`src/rtl/vsn_pkg.sv`:
```
package vsn_pkg;

    localparam int WORD_W = 10;
    localparam int LOW_W  = 2;
    localparam int HIGH_W = WORD_W - LOW_W;

    typedef logic [WORD_W-1:0] word_t;
    typedef logic [HIGH_W-1:0] high_t;
    typedef logic [LOW_W-1:0]  low_t;

    typedef enum logic [1:0] {
        CLS_DATA     = 2'd0,
        CLS_RSV_ZERO = 2'd1,
        CLS_RSV_ONES = 2'd2
    } rsv_cls_e;

    typedef struct packed {
        logic  valid;
        logic  det_off;
        word_t word;
    } lat_s;

    function automatic high_t upper_of(word_t w);
        return w[WORD_W-1:LOW_W];
    endfunction

    function automatic rsv_cls_e classify(word_t w);
        high_t u;
        u = upper_of(w);
        if (u == '0)      return CLS_RSV_ZERO;
        else if (&u)      return CLS_RSV_ONES;
        else              return CLS_DATA;
    endfunction

    function automatic word_t force_low(word_t w, rsv_cls_e c);
        word_t r;
        r = w;
        case (c)
            CLS_RSV_ZERO: r[LOW_W-1:0] = '0;
            CLS_RSV_ONES: r[LOW_W-1:0] = '1;
            default:      r = w;
        endcase
        return r;
    endfunction

endpackage

```
`src/rtl/vsn_word_latch.sv`:
```
module vsn_word_latch
    import vsn_pkg::*;
(
    input  logic  clk,
    input  logic  rst,
    input  logic  det_off_i,
    input  word_t din_i,
    output lat_s  lat_o
);

    lat_s lat_q;

    always_ff @(posedge clk) begin
        if (rst) begin
            lat_q <= '{valid: 1'b0, det_off: 1'b1, word: '0};
        end else begin
            lat_q <= '{valid: 1'b1, det_off: det_off_i, word: din_i};
        end
    end

    assign lat_o = lat_q;

    AST_LATCH_CAPTURE: assert property (@(posedge clk) disable iff (rst)
        1'b1 |=> (lat_q.valid && lat_q.word == $past(din_i)
                  && lat_q.det_off == $past(det_off_i)));

endmodule

```
`src/rtl/vsn_rsv_classify.sv`:
```
module vsn_rsv_classify
    import vsn_pkg::*;
(
    input  lat_s     lat_i,
    output rsv_cls_e cls_o
);

    always_comb begin
        if (!lat_i.valid || lat_i.det_off) cls_o = CLS_DATA;
        else                               cls_o = classify(lat_i.word);
    end

endmodule

```
`src/rtl/vsn_low_force.sv`:
```
module vsn_low_force
    import vsn_pkg::*;
(
    input  logic     clk,
    input  logic     rst,
    input  lat_s     lat_i,
    input  rsv_cls_e cls_i,
    output word_t    dout_o,
    output logic     hit_o
);

    word_t dout_q;
    logic  hit_q;

    always_ff @(posedge clk) begin
        if (rst) begin
            dout_q <= '0;
            hit_q  <= 1'b0;
        end else begin
            dout_q <= lat_i.valid ? force_low(lat_i.word, cls_i) : '0;
            hit_q  <= (cls_i != CLS_DATA);
        end
    end

    assign dout_o = dout_q;
    assign hit_o  = hit_q;

    AST_IDLE_QUIET: assert property (@(posedge clk) disable iff (rst)
        !lat_i.valid |=> (dout_q == '0 && !hit_q));

    AST_ZERO_MAP: assert property (@(posedge clk) disable iff (rst)
        (lat_i.valid && !lat_i.det_off && lat_i.word[WORD_W-1:LOW_W] == '0)
        |=> (dout_q == '0 && hit_q));

    AST_ONES_MAP: assert property (@(posedge clk) disable iff (rst)
        (lat_i.valid && !lat_i.det_off && &lat_i.word[WORD_W-1:LOW_W])
        |=> (dout_q == '1 && hit_q));

    AST_PLAIN_PASS: assert property (@(posedge clk) disable iff (rst)
        (lat_i.valid && cls_i == CLS_DATA)
        |=> (dout_q == $past(lat_i.word) && !hit_q));

    AST_BYPASS_PASS: assert property (@(posedge clk) disable iff (rst)
        (lat_i.valid && lat_i.det_off)
        |=> (dout_q == $past(lat_i.word) && !hit_q));

    AST_HIT_CODE: assert property (@(posedge clk) disable iff (rst)
        hit_q |-> (dout_q == '0 || dout_q == '1));

endmodule

```
`src/rtl/vsn_sync_normalizer.sv`:
```
module vsn_sync_normalizer
    import vsn_pkg::*;
(
    input  logic              clk,
    input  logic              rst,
    input  logic              det_off_i,
    input  logic [WORD_W-1:0] din_i,
    output logic [WORD_W-1:0] dout_o,
    output logic              rsv_hit_o
);

    lat_s     lat;
    rsv_cls_e cls;

    vsn_word_latch u_latch (
        .clk       (clk),
        .rst       (rst),
        .det_off_i (det_off_i),
        .din_i     (din_i),
        .lat_o     (lat)
    );

    vsn_rsv_classify u_classify (
        .lat_i (lat),
        .cls_o (cls)
    );

    vsn_low_force u_force (
        .clk    (clk),
        .rst    (rst),
        .lat_i  (lat),
        .cls_i  (cls),
        .dout_o (dout_o),
        .hit_o  (rsv_hit_o)
    );

endmodule

```
`config.mk`:
```
export PLATFORM = sky130hd
export DESIGN_NAME = vsn_sync_normalizer
export DESIGN_NICKNAME = d
export VERILOG_FILES = /design/src/rtl/vsn_pkg.sv /design/src/rtl/vsn_word_latch.sv /design/src/rtl/vsn_rsv_classify.sv /design/src/rtl/vsn_low_force.sv /design/src/rtl/vsn_sync_normalizer.sv
export SDC_FILE = /design/constraint.sdc
export NUM_CORES = 1
export LEC_CHECK = 0
export BUFFER_PORTS_ARGS = -buffer_cell sky130_fd_sc_hd__buf_2
export CAP_MARGIN = 40
export CORE_MARGIN = 1
export CORE_UTILIZATION = 46
export DETAILED_ROUTE_END_ITERATION = 7
export PLACE_DENSITY_LB_ADDON = 0.12
export REMOVE_ABC_BUFFERS = 1
export SLEW_MARGIN = 20
export SYNTH_ARGS = -nofsm -noshare
export SYNTH_HDL_FRONTEND = slang
export SYNTH_HIERARCHICAL = 1
export SYNTH_SLANG_ARGS = --single-unit
```
`constraint.sdc`:
```
create_clock -name clk -period 1.9 [get_ports clk]
set_clock_uncertainty 0.2 [all_clocks]
set_input_delay 0.57 -clock clk [delete_from_list [all_inputs] [get_ports clk]]
set_output_delay 0.57 -clock clk [all_outputs]
set_load 0.02 [all_outputs]
```
After elaboration in Yosys (flattened, before gate mapping) --
Cells that the tools add are included.
Cells by class: bitwise gates (word level) 1, mux-type cells 5, reductions and logical operators 6, equality and inequality tests 2
Operators with widths (count):
- $mux W12 | 1
- $logic_not A8 Y1 | 1
- $reduce_and A8 Y1 | 1
- $mux W2 | 3
- $pmux W2 S2 | 1
- $eq A2 B1 Y1 const B | 1
- $eq A2 B2 Y1 const B | 1
- $reduce_bool A2 Y1 | 1
- $reduce_or A2 Y1 | 1
- $logic_not A1 Y1 | 1
- $logic_or A1 B1 Y1 | 1
- $not A1 Y1 | 1
Storage, ports and cells: word-level logic and storage cells 19, bits in registers 23, output and inout bits 11

Logic depth before layout (Yosys ltp) --
Gate-level depths: netlist of run 1.
depth in word-level cells 6, depth in mapped cells 6, depth with buffers taken out 6

Cells and area by module --
The synthesis of run 1 kept the hierarchy.
By module, submodules not included:
- vsn_low_force | cells an instance 31, instances 1, area an instance 360.3 um^2
- vsn_word_latch | cells an instance 25, instances 1, area an instance 324.1 um^2
- vsn_rsv_classify | cells an instance 6, instances 1, area an instance 43.8 um^2

Worst setup path before layout of run 1 --
OpenSTA, ideal clock, no wires.
path type register to register, start register u_latch.lat_q (netlist bit u_latch/lat_o[4]), end register u_force.dout_q[0] (netlist: u_force/dout_o[0]), setup time 0.066 ns, cell stages (with the launch flop) 7, path slack 0.254 ns, data arrival time 1.380 ns, path through dfxtp_1 nand4_1 nor4b_1 inv_1 ha_1 nand2b_1 a21oi_2
Between the ends: longest elaborated chain between the ends 6, elaborated cells between the ends (all ways) 8, those cells by class eq/ne (2); mux (4); reduce/logical (2)
RTL lines:
- start: declaration | RTL line vsn_word_latch.sv:11 | lat_s lat_q;
- start signal: assignment | RTL line vsn_word_latch.sv:15 | lat_q <= '{valid: 1'b0, det_off: 1'b1, word: '0};
- start signal: assignment | RTL line vsn_word_latch.sv:17 | lat_q <= '{valid: 1'b1, det_off: det_off_i, word: din_i};
- $reduce_and A8 Y1 | RTL line vsn_pkg.sv:31 | else if (&u) return CLS_RSV_ONES;
- $mux W2 | RTL line vsn_pkg.sv:31
- $mux W2 * | RTL line vsn_pkg.sv:30 | if (u == '0) return CLS_RSV_ZERO;
- $mux W2 * | RTL line vsn_rsv_classify.sv:9 | if (!lat_i.valid || lat_i.det_off) cls_o = CLS_DATA;
- via cls[1] | RTL line vsn_sync_normalizer.sv:13 | rsv_cls_e cls;
- $eq A2 B2 Y1 / $eq A2 B1 Y1 (equally long branches) | RTL line vsn_pkg.sv:38 | case (c)
- $pmux W2 S2 * | RTL line vsn_pkg.sv:38
- end signal: assignment | RTL line vsn_low_force.sv:20 | dout_q <= lat_i.valid ? force_low(lat_i.word, cls_i) : '0;
- end: declaration | RTL line vsn_low_force.sv:12 | word_t dout_q;
The timed path passes the listed nets; every way through them passes the cells marked *. A chain may end at the register's enable or synchronous reset.

Worst setup path after layout of run 1 --
start register u_latch.lat_q (netlist bit u_latch/lat_o[5]), end register u_force.dout_q[1] (netlist: u_force/dout_o[1])
The elaborated chain is that of the path after synthesis.

==> load_flow_metrics.sql, run 1 <==
INSERT INTO impl_metrics (metric_group, metric, value, unit) VALUES
('setup_path', 'required_arrival_time_at_the_worst_endpoint', '1.94', 'ns'),
('floorplan', 'die_w', '41.8', 'um'),
('power', 'power_leakage', '0.416', 'nW'),
('yosys', 'yosys_register_bits', '23', ''),
('detailed_routing', 'detail_route.first_pass.iterations', '2', ''),
('global_route', 'antenna_violations_before_repair', '0', ''),
('detailed_routing', 'via_per_inst', '4.45', ''),
('setup_path', 'crit_start', 'u_latch/lat_o[5]', ''),
('global_route', 'grt_remaining_overflow', '0', ''),
('cells_and_area', 'layout-drive-gt1-share', '34.1', '%'),
('clocking', 'worst_setup_hold_path_clk_slew', '0.11', 'ns'),
('global_route', 'grt_pass1_vias', '407', ''),
('global_route', 'groute.usage.overall', '12.1', '%'),
('placement', 'hpwl', '667', 'um'),
('global_route', 'grt_pass1_wl', '1.59', 'mm'),
('sta', 'timing.hold.ws', '0.245', 'ns'),
('clocking', 'htree_levels', '1', ''),
('yosys', 'synth_top_cell_by_area', 'dfxtp_1', ''),
('sta', 'timing.final.crit_period', '1.71', 'ns'),
('hold_path', 'worstHoldPathType', 'input port to register', ''),
('clocking', 'cts-buffers-inserted', '3', ''),
('cells_and_area', 'antenna_diode_count', '0', ''),
('setup_path', 'ff2ff_setup_slack', '0.19', 'ns'),
('yosys', 'netlist_instances', '62', ''),
('sta', 'max_clock_freq', '584', 'MHz'),
('setup_path', 'ff2ff_path_depth', '6', ''),
('clocking', 'clock-root-buffer', 'clkbuf_4', ''),
('detailed_routing', 'wl_per_cell', '8.35', 'um'),
('outcome', 'run_status', 'finished, final reports clean', ''),
('setup_path', 'worstSetupPathType', 'register to register', ''),
('hold_path', 'hold_path.startpoint', 'det_off_i', ''),
('clocking', 'clock-sinks', '23', ''),
('setup_path', 'worst_ep_arrival_time', '1.75', 'ns'),
('cells_and_area', 'finish.utilization', '64.5', '%'),
('yosys', 'fraction_of_the_yosys_area_taken_by_sequential_cells', '63.2', '%'),
('floorplan', 'std_cell_rows', '13', ''),
('sta', 'worst_pin_slew', '0.266', 'ns'),
('global_route', 'grt_max_degree', '16', ''),
('placement', 'placed_cells_incl_taps', '99', ''),
('floorplan', 'die_area', '1750', 'um^2'),
('yosys', 'synth-warning-count', '6', ''),
('cells_and_area', 'syn_to_final_growth', '22.5', '%'),
('job', 'maxCapViolCount', '0', ''),
('placement', 'numPortBuffers', '23', ''),
('cells_and_area', 'finish.net_count', '104', ''),
('power', 'power-per-cell-area', '860', 'nW/um^2'),
('sta', 'setup_repair_after_global_routing_missed_its_margin', 'no', ''),
('hold_path', 'whs_path_depth', '2', ''),
('floorplan', 'placeable_core_area', '1380', 'um^2'),
('setup_path', 'critical_path.endpoint_type', 'register', ''),
('detailed_routing', 'first_iter_violations', '2', ''),
('detailed_routing', 'finalWirelength', '860', 'um'),
('clocking', 'cts-hold-fix-buffers', '0', ''),
('placement', 'final_weighted_congestion_in_routability_driven_placement', '0.710', ''),
('detailed_routing', 'detail_route.drc_violations', '0', ''),
('clocking', 'clk-insertion-delay-late', '0.29', 'ns'),
('yosys', 'ys_types', '16', ''),
('floorplan', 'num_io_pins', '24', ''),
('placement', 'dp_worst_setup_slack', '0.110', 'ns'),
('sta', 'slew_viol_final', '0', ''),
('hold_path', 'min_to', 'u_latch/lat_o[10]', ''),
('sta', 'finalWorstSetupSlack', '0.187', 'ns'),
('setup_path', 'reg2reg_to', 'u_force/dout_o[1]', ''),
('clocking', 'cts_buffer_depth', '2', ''),
('detailed_routing', 'drt.antenna.violating_nets', '0', ''),
('sta', 'timing.final.crit_share', '90.2', '%'),
('detailed_routing', 'route.vias.total', '458', ''),
('sta', 'slew_headroom', '82.2', '%'),
('clocking', 'clock_tree_from_tritoncts', 'yes', ''),
('cells_and_area', 'final_cell_count_no_fill', '103', ''),
('power', 'max_vdd_drop', '0.472', 'mV'),
('yosys', 'syn_area_per_cell', '11.7', 'um^2'),
('sta', 'totalNegativeSetupSlack', '0', 'ns'),
('floorplan', 'initial_utilization', '52.7', '%'),
('yosys', 'netlist_top_cells_area', 'dfxtp_1 (63%), nor2b_1 (8.6%), and2_1 (6.9%), ha_1 (3.4%), nand2b_1 (2.6%)', ''),
('yosys', 'syn_area', '728', 'um^2'),
('setup_path', 'worstPathMaxFanout', '3', ''),
('sta', 'final_setup_violating_endpoints', '0', ''),
('setup_path', 'r2r-start', 'u_latch/lat_o[5]', ''),
('setup_path', 'critPathLaunchType', 'register', ''),
('sta', 'finalHoldViolCount', '0', ''),
('floorplan', 'die_height', '41.8', 'um'),
('yosys', 'synth.top_cell.area_share', '63.2', '%');
[where the power goes]
group          leakage (nW)  internal, mW  switching, mW
sequential            0.190         0.501         0.0100
clock                0.0150        0.0816          0.125
combinational         0.211        0.0266         0.0231
total                 0.416         0.610          0.158
[worst max-delay path: stages, from the launching register on]
cell and delay, ns:
dfxtp_1 0.37, nand4_1 0.15, nor4b_4 0.30, inv_1 0.07, ha_1 0.29, nand2b_1 0.16
a21oi_2 0.12
[layout make-up]
cell class / count / area, um^2
clock buffer: 4 / 26.3
fill: 120 / 490
inverter: 3 / 11.3
multi-input combinational: 35 / 260
sequential: 23 / 460
tap: 15 / 18.8
timing repair buffer: 23 / 115
[logic make-up (layout without fill, tap and decap cells)]
kind of cell / after synthesis / after routing / share of synthesized area, %
buffers and inverters: 4 / 30 / 3.09
DFF: 23 / 23 / 63.2
AOI/OAI and AO/OA: 2 / 2 / 2.41
and+or+nand+nor: 31 / 31 / 27.8
adders and majority gates: 2 / 2 / 3.44
[placed cells by master, fill, tap and decap left out]
cell      count
buf_2        23
dfxtp_1      23
nor2b_1      10
and2_1        8
clkbuf_4      3
inv_1         3
nand2b_1      3
nor4_1        2
nand4_1       2
a21oi_2       2
ha_1          2
clkbuf_1      1
and4b_1       1
nor4b_4       1
nor2b_4       1
nand2_1       1
nor2_1        1
or2_1         1
[sequential cells by signal (all words and copies together), names as in the netlist]
register	cells
u_force/dout_o	10
u_force/hit_o	1
u_latch/lat_o	12
[synthesized netlist by cell type (all sizes together)]
| library cell | number |
|---|---|
| or2 | 1 |
| nor4 | 2 |
| inv | 3 |
| and2 | 8 |
| buf | 1 |
| nand4 | 2 |
| nand2b | 3 |
| and4b | 1 |
| a21oi | 2 |
| nor4b | 1 |
| nor2 | 1 |
| dfxtp | 23 |
| nand2 | 1 |
| nor2b | 11 |
| ha | 2 |
[stage by stage]
stage                     power [mW]  area [um^2]
after global routing           0.808          892
after detailed placement       0.572          851
after global placement         0.571          851
final                          0.767          892
after floorplan                0.548          717
after CTS                      0.777          877
[metal layers]
metal / GRT usage [%] / up-vias / share of wire, %
met5: 0 / - / 0
met4: 9.68 / 0 / 0
met1: 14.5 / 186 / 50
li1: - / 251 / -
met3: 2.61 / 0 / 7.4
met2: 18.4 / 21 / 42
[worst max-delay path by stage]
stage                   endpoint  depth (start not counted)
5_1_grt        u_force/dout_o[1]                          6
6_report       u_force/dout_o[1]                          6
3_5_place_dp   u_force/dout_o[1]                          6
4_1_cts        u_force/dout_o[1]                          6
2_1_floorplan  u_force/dout_o[0]                          6
3_3_place_gp   u_force/dout_o[0]                          6
[repair_timing]
action                                  CTS  global route
buffers inserted                          0             0
gates resized for setup                   0             2
hold endpoints to repair                  0             0
endpoints found under the setup margin    0             2
Note: power is estimated with default switching activity, not from simulation.
==> run 2, diff against run 1 <==
--- a/config.mk
+++ b/config.mk
@@ -15,5 +15,4 @@
 export SLEW_MARGIN = 20
 export SYNTH_ARGS = -nofsm -noshare
 export SYNTH_HDL_FRONTEND = slang
-export SYNTH_HIERARCHICAL = 1
 export SYNTH_SLANG_ARGS = --single-unit
==> load_flow_metrics.sql, run 2 <==
INSERT INTO impl_metrics (metric_group, metric, value, unit) VALUES
('placement', 'hpwl', '684', 'um'),
('yosys', 'synth_flop_cell', 'dfxtp_1', ''),
('global_route', 'busiest_layer_in_global_routing', 'met2', ''),
('power', 'max_vdd_drop', '0.613', 'mV'),
('global_route', 'antenna_violations_before_repair', '0', ''),
('yosys', 'synth_top_cells_by_count', 'dfxtp_1 (23), nor2b_1 (11), and2_1 (8), nand2b_1 (4)', ''),
('sta', 'slew_headroom', '78.8', '%'),
('placement', 'numPortBuffers', '23', ''),
('outcome', 'run_status', 'finished, final reports clean', ''),
('floorplan', 'initial_utilization', '51.8', '%'),
('detailed_routing', 'detail_route.drc_violations', '0', ''),
('clocking', 'cts-hold-fix-buffers', '0', ''),
('setup_path', 'timing.critical_path.mode_cell', 'nand2b_1', ''),
('yosys', 'synth.top_cell.area_share', '65.0', '%'),
('yosys', 'syn_area_per_cell', '11.2', 'um^2'),
('detailed_routing', 'drt.antenna.violating_nets', '0', ''),
('setup_path', 'ff2ff_setup_slack', '0.08', 'ns'),
('setup_path', 'critPathLaunchType', 'register', ''),
('cells_and_area', 'most_frequent_cells_in_the_layout', 'buf_2 (23), dfxtp_1 (22), nor2b_1 (11)', ''),
('yosys', 'number_of_enable_flip_flop_cells_after_synthesis', '0', ''),
('sta', 'timing.final.crit_share', '95.8', '%'),
('yosys', 'ys_types', '15', ''),
('setup_path', 'timing.critical_path.slowest_cell_delay', '0.55', 'ns'),
('clocking', 'clock-sinks', '23', ''),
('cells_and_area', 'largest_register_ffs', '12', ''),
('detailed_routing', 'first_iter_violations', '9', ''),
('power', 'power_leakage', '0.402', 'nW'),
('floorplan', 'die_area', '1700', 'um^2'),
('sta', 'finalHoldViolCount', '0', ''),
('global_route', 'grt_remaining_overflow', '0', ''),
('yosys', 'netlist_top_cells_area', 'dfxtp_1 (65%), nor2b_1 (9.7%), and2_1 (7.1%), ha_1 (3.5%), nand2b_1 (3.5%)', ''),
('setup_path', 'r2r-start', 'u_latch.lat_o[10]', ''),
('cells_and_area', 'syn_to_final_growth', '25.3', '%'),
('global_route', 'grt_pass1_vias', '354', ''),
('setup_path', 'worstSetupPathType', 'register to register', ''),
('setup_path', 'crit_start', 'u_latch.lat_o[10]', ''),
('detailed_routing', 'via_per_inst', '4.39', ''),
('detailed_routing', 'route.vias.total', '457', ''),
('sta', 'setup_repair_after_global_routing_missed_its_margin', 'no', ''),
('cells_and_area', 'antenna_diode_count', '0', ''),
('clocking', 'clock-root-buffer', 'clkbuf_4', ''),
('detailed_routing', 'finalWirelength', '946', 'um'),
('clocking', 'htree_levels', '1', ''),
('floorplan', 'num_io_pins', '24', ''),
('global_route', 'grt_pass1_wl', '1.44', 'mm'),
('floorplan', 'die_w', '41.2', 'um'),
('setup_path', 'list_of_cells_traversed_by_the_critical_path', 'nand2b_1 > or4_4 > ha_4 > nand2b_1 > a21oi_2', ''),
('sta', 'totalNegativeSetupSlack', '0', 'ns'),
('yosys', 'netlist_instances', '63', ''),
('yosys', 'post-synth-top-count-cell', 'dfxtp_1', ''),
('yosys', 'fraction_of_the_yosys_area_taken_by_sequential_cells', '65.0', '%'),
('yosys', 'yosys_register_bits', '23', ''),
('sta', 'slew_viol_final', '0', ''),
('detailed_routing', 'wl_per_cell', '9.10', 'um'),
('cells_and_area', 'finish.net_count', '105', ''),
('setup_path', 'required_arrival_time_at_the_worst_endpoint', '1.93', 'ns'),
('hold_path', 'worstHoldPathType', 'input port to register', ''),
('setup_path', 'worst_ep_arrival_time', '1.85', 'ns'),
('global_route', 'grt_max_degree', '16', ''),
('setup_path', 'cp-endpoint', 'u_force.dout_o[0]', ''),
('sta', 'worst_pin_slew', '0.318', 'ns'),
('power', 'power', '768', 'uW'),
('clocking', 'cts_buffer_depth', '2', ''),
('clocking', 'clock_tree_from_tritoncts', 'yes', ''),
('global_route', 'grt.met3_usage', '3.26', '%'),
('placement', 'final_weighted_congestion_in_routability_driven_placement', '0.681', ''),
('hold_path', 'hold_path.startpoint', 'det_off_i', ''),
('setup_path', 'reg2reg_to', 'u_force.dout_o[0]', ''),
('setup_path', 'worstPathMaxFanout', '3', ''),
('setup_path', 'critical_path_cell_with_the_highest_stage_delay', 'or4_4', ''),
('global_route', 'use_met1', '17.7', '%'),
('sta', 'final_setup_violating_endpoints', '0', ''),
('sta', 'finalWorstSetupSlack', '0.0799', 'ns'),
('floorplan', 'std_cell_rows', '13', ''),
('setup_path', 'ff2ff_path_depth', '5', ''),
('cells_and_area', 'layout-drive-gt1-share', '36.0', '%'),
('floorplan', 'die_height', '41.2', 'um'),
('placement', 'dp_worst_setup_slack', '0.111', 'ns'),
('yosys', 'async_reset_ff_share', '0', '%'),
('clocking', 'worst_setup_hold_path_clk_slew', '0.11', 'ns'),
('floorplan', 'placeable_core_area', '1370', 'um^2'),
('yosys', 'synth-warning-count', '0', ''),
('yosys', 'syn_area', '708', 'um^2'),
('cells_and_area', 'mostFrequentLayoutCell', 'buf_2', ''),
('power', 'power-per-cell-area', '866', 'nW/um^2'),
('detailed_routing', 'detail_route.first_pass.iterations', '3', ''),
('global_route', 'groute.usage.overall', '13.7', '%'),
('job', 'maxCapViolCount', '0', ''),
('clocking', 'cts-buffers-inserted', '3', ''),
('sta', 'timing.hold.ws', '0.248', 'ns'),
('yosys', 'synth_top_cell_by_area', 'dfxtp_1', ''),
('sta', 'timing.final.crit_period', '1.82', 'ns'),
('global_route', 'm2_gr_usage', '18.8', '%'),
('setup_path', 'critical_path.endpoint_type', 'register', ''),
('clocking', 'clk-insertion-delay-late', '0.30', 'ns'),
('sta', 'max_clock_freq', '549', 'MHz');
## run 2: cells by family after synthesis
| kind of cell | share of synthesized area (%) |
|---|---|
| DFF | 65.0 |
| adders and majority gates | 3.53 |
| and+or+nand+nor | 29.0 |
| AOI/OAI and AO/OA | 1.41 |
| buffers and inverters | 1.06 |
## run 2: area by class of cell
type	count	area, um^2
Clock inverter	1	5.00
Multi-Input combinational cell	38	260
Tap cell	15	18.8
Sequential cell	23	462
Clock buffer	3	22.5
Inverter	1	3.75
Fill cell	121	479
Timing Repair Buffer	23	115
## run 2: worst min-delay path by stage
stage	to	slack, ns	cells past startpoint
floorplan	u_force.dout_o[0]	0.23	2
global placement	u_force.dout_o[0]	0.24	2
detailed placement	u_force.dout_o[1]	0.25	2
CTS	u_latch.lat_o[10]	0.24	2
global route	u_latch.lat_o[10]	0.23	2
finish	u_latch.lat_o[10]	0.25	2
## run 2: per-layer routing
| layer | vias to the layer above | wire [um] |
|---|---|---|
| li1 | 255 | - |
| met1 | 182 | 439 |
| met2 | 18 | 450 |
| met3 | 2 | 46 |
| met4 | 0 | 10 |
| met5 | - | 0 |
## run 2: where the power goes
group,internal [mW],total (mW),switching [mW]
logic,0.0256,0.0500,0.0244
registers,0.502,0.510,0.00870
clock network,0.0783,0.208,0.130
total,0.606,0.768,0.163
## run 2: metrics by stage
step / std cells / instance area (um^2) / util [%]
finish: 104 / 887 / 64.9
global route: 104 / 887 / 64.9
CTS: 104 / 866 / 63.4
detailed placement: 100 / 838 / 61.4
global placement: 100 / 838 / 61.4
floorplan: 62 / 704 / -
## run 2: worst max-delay path, delay by kind of cell (launching register included)
family	cells	cell delay (ns)
and+or+nand+nor	3	0.87
DFF	1	0.31
adders and majority gates	1	0.23
AOI/OAI and AO/OA	1	0.15
## run 2: repair_timing
| action | in CTS | in global routing |
|---|---|---|
| setup buffers | 0 | 0 |
| setup endpoints to repair | 0 | 2 |
| resized for setup | 0 | 4 |
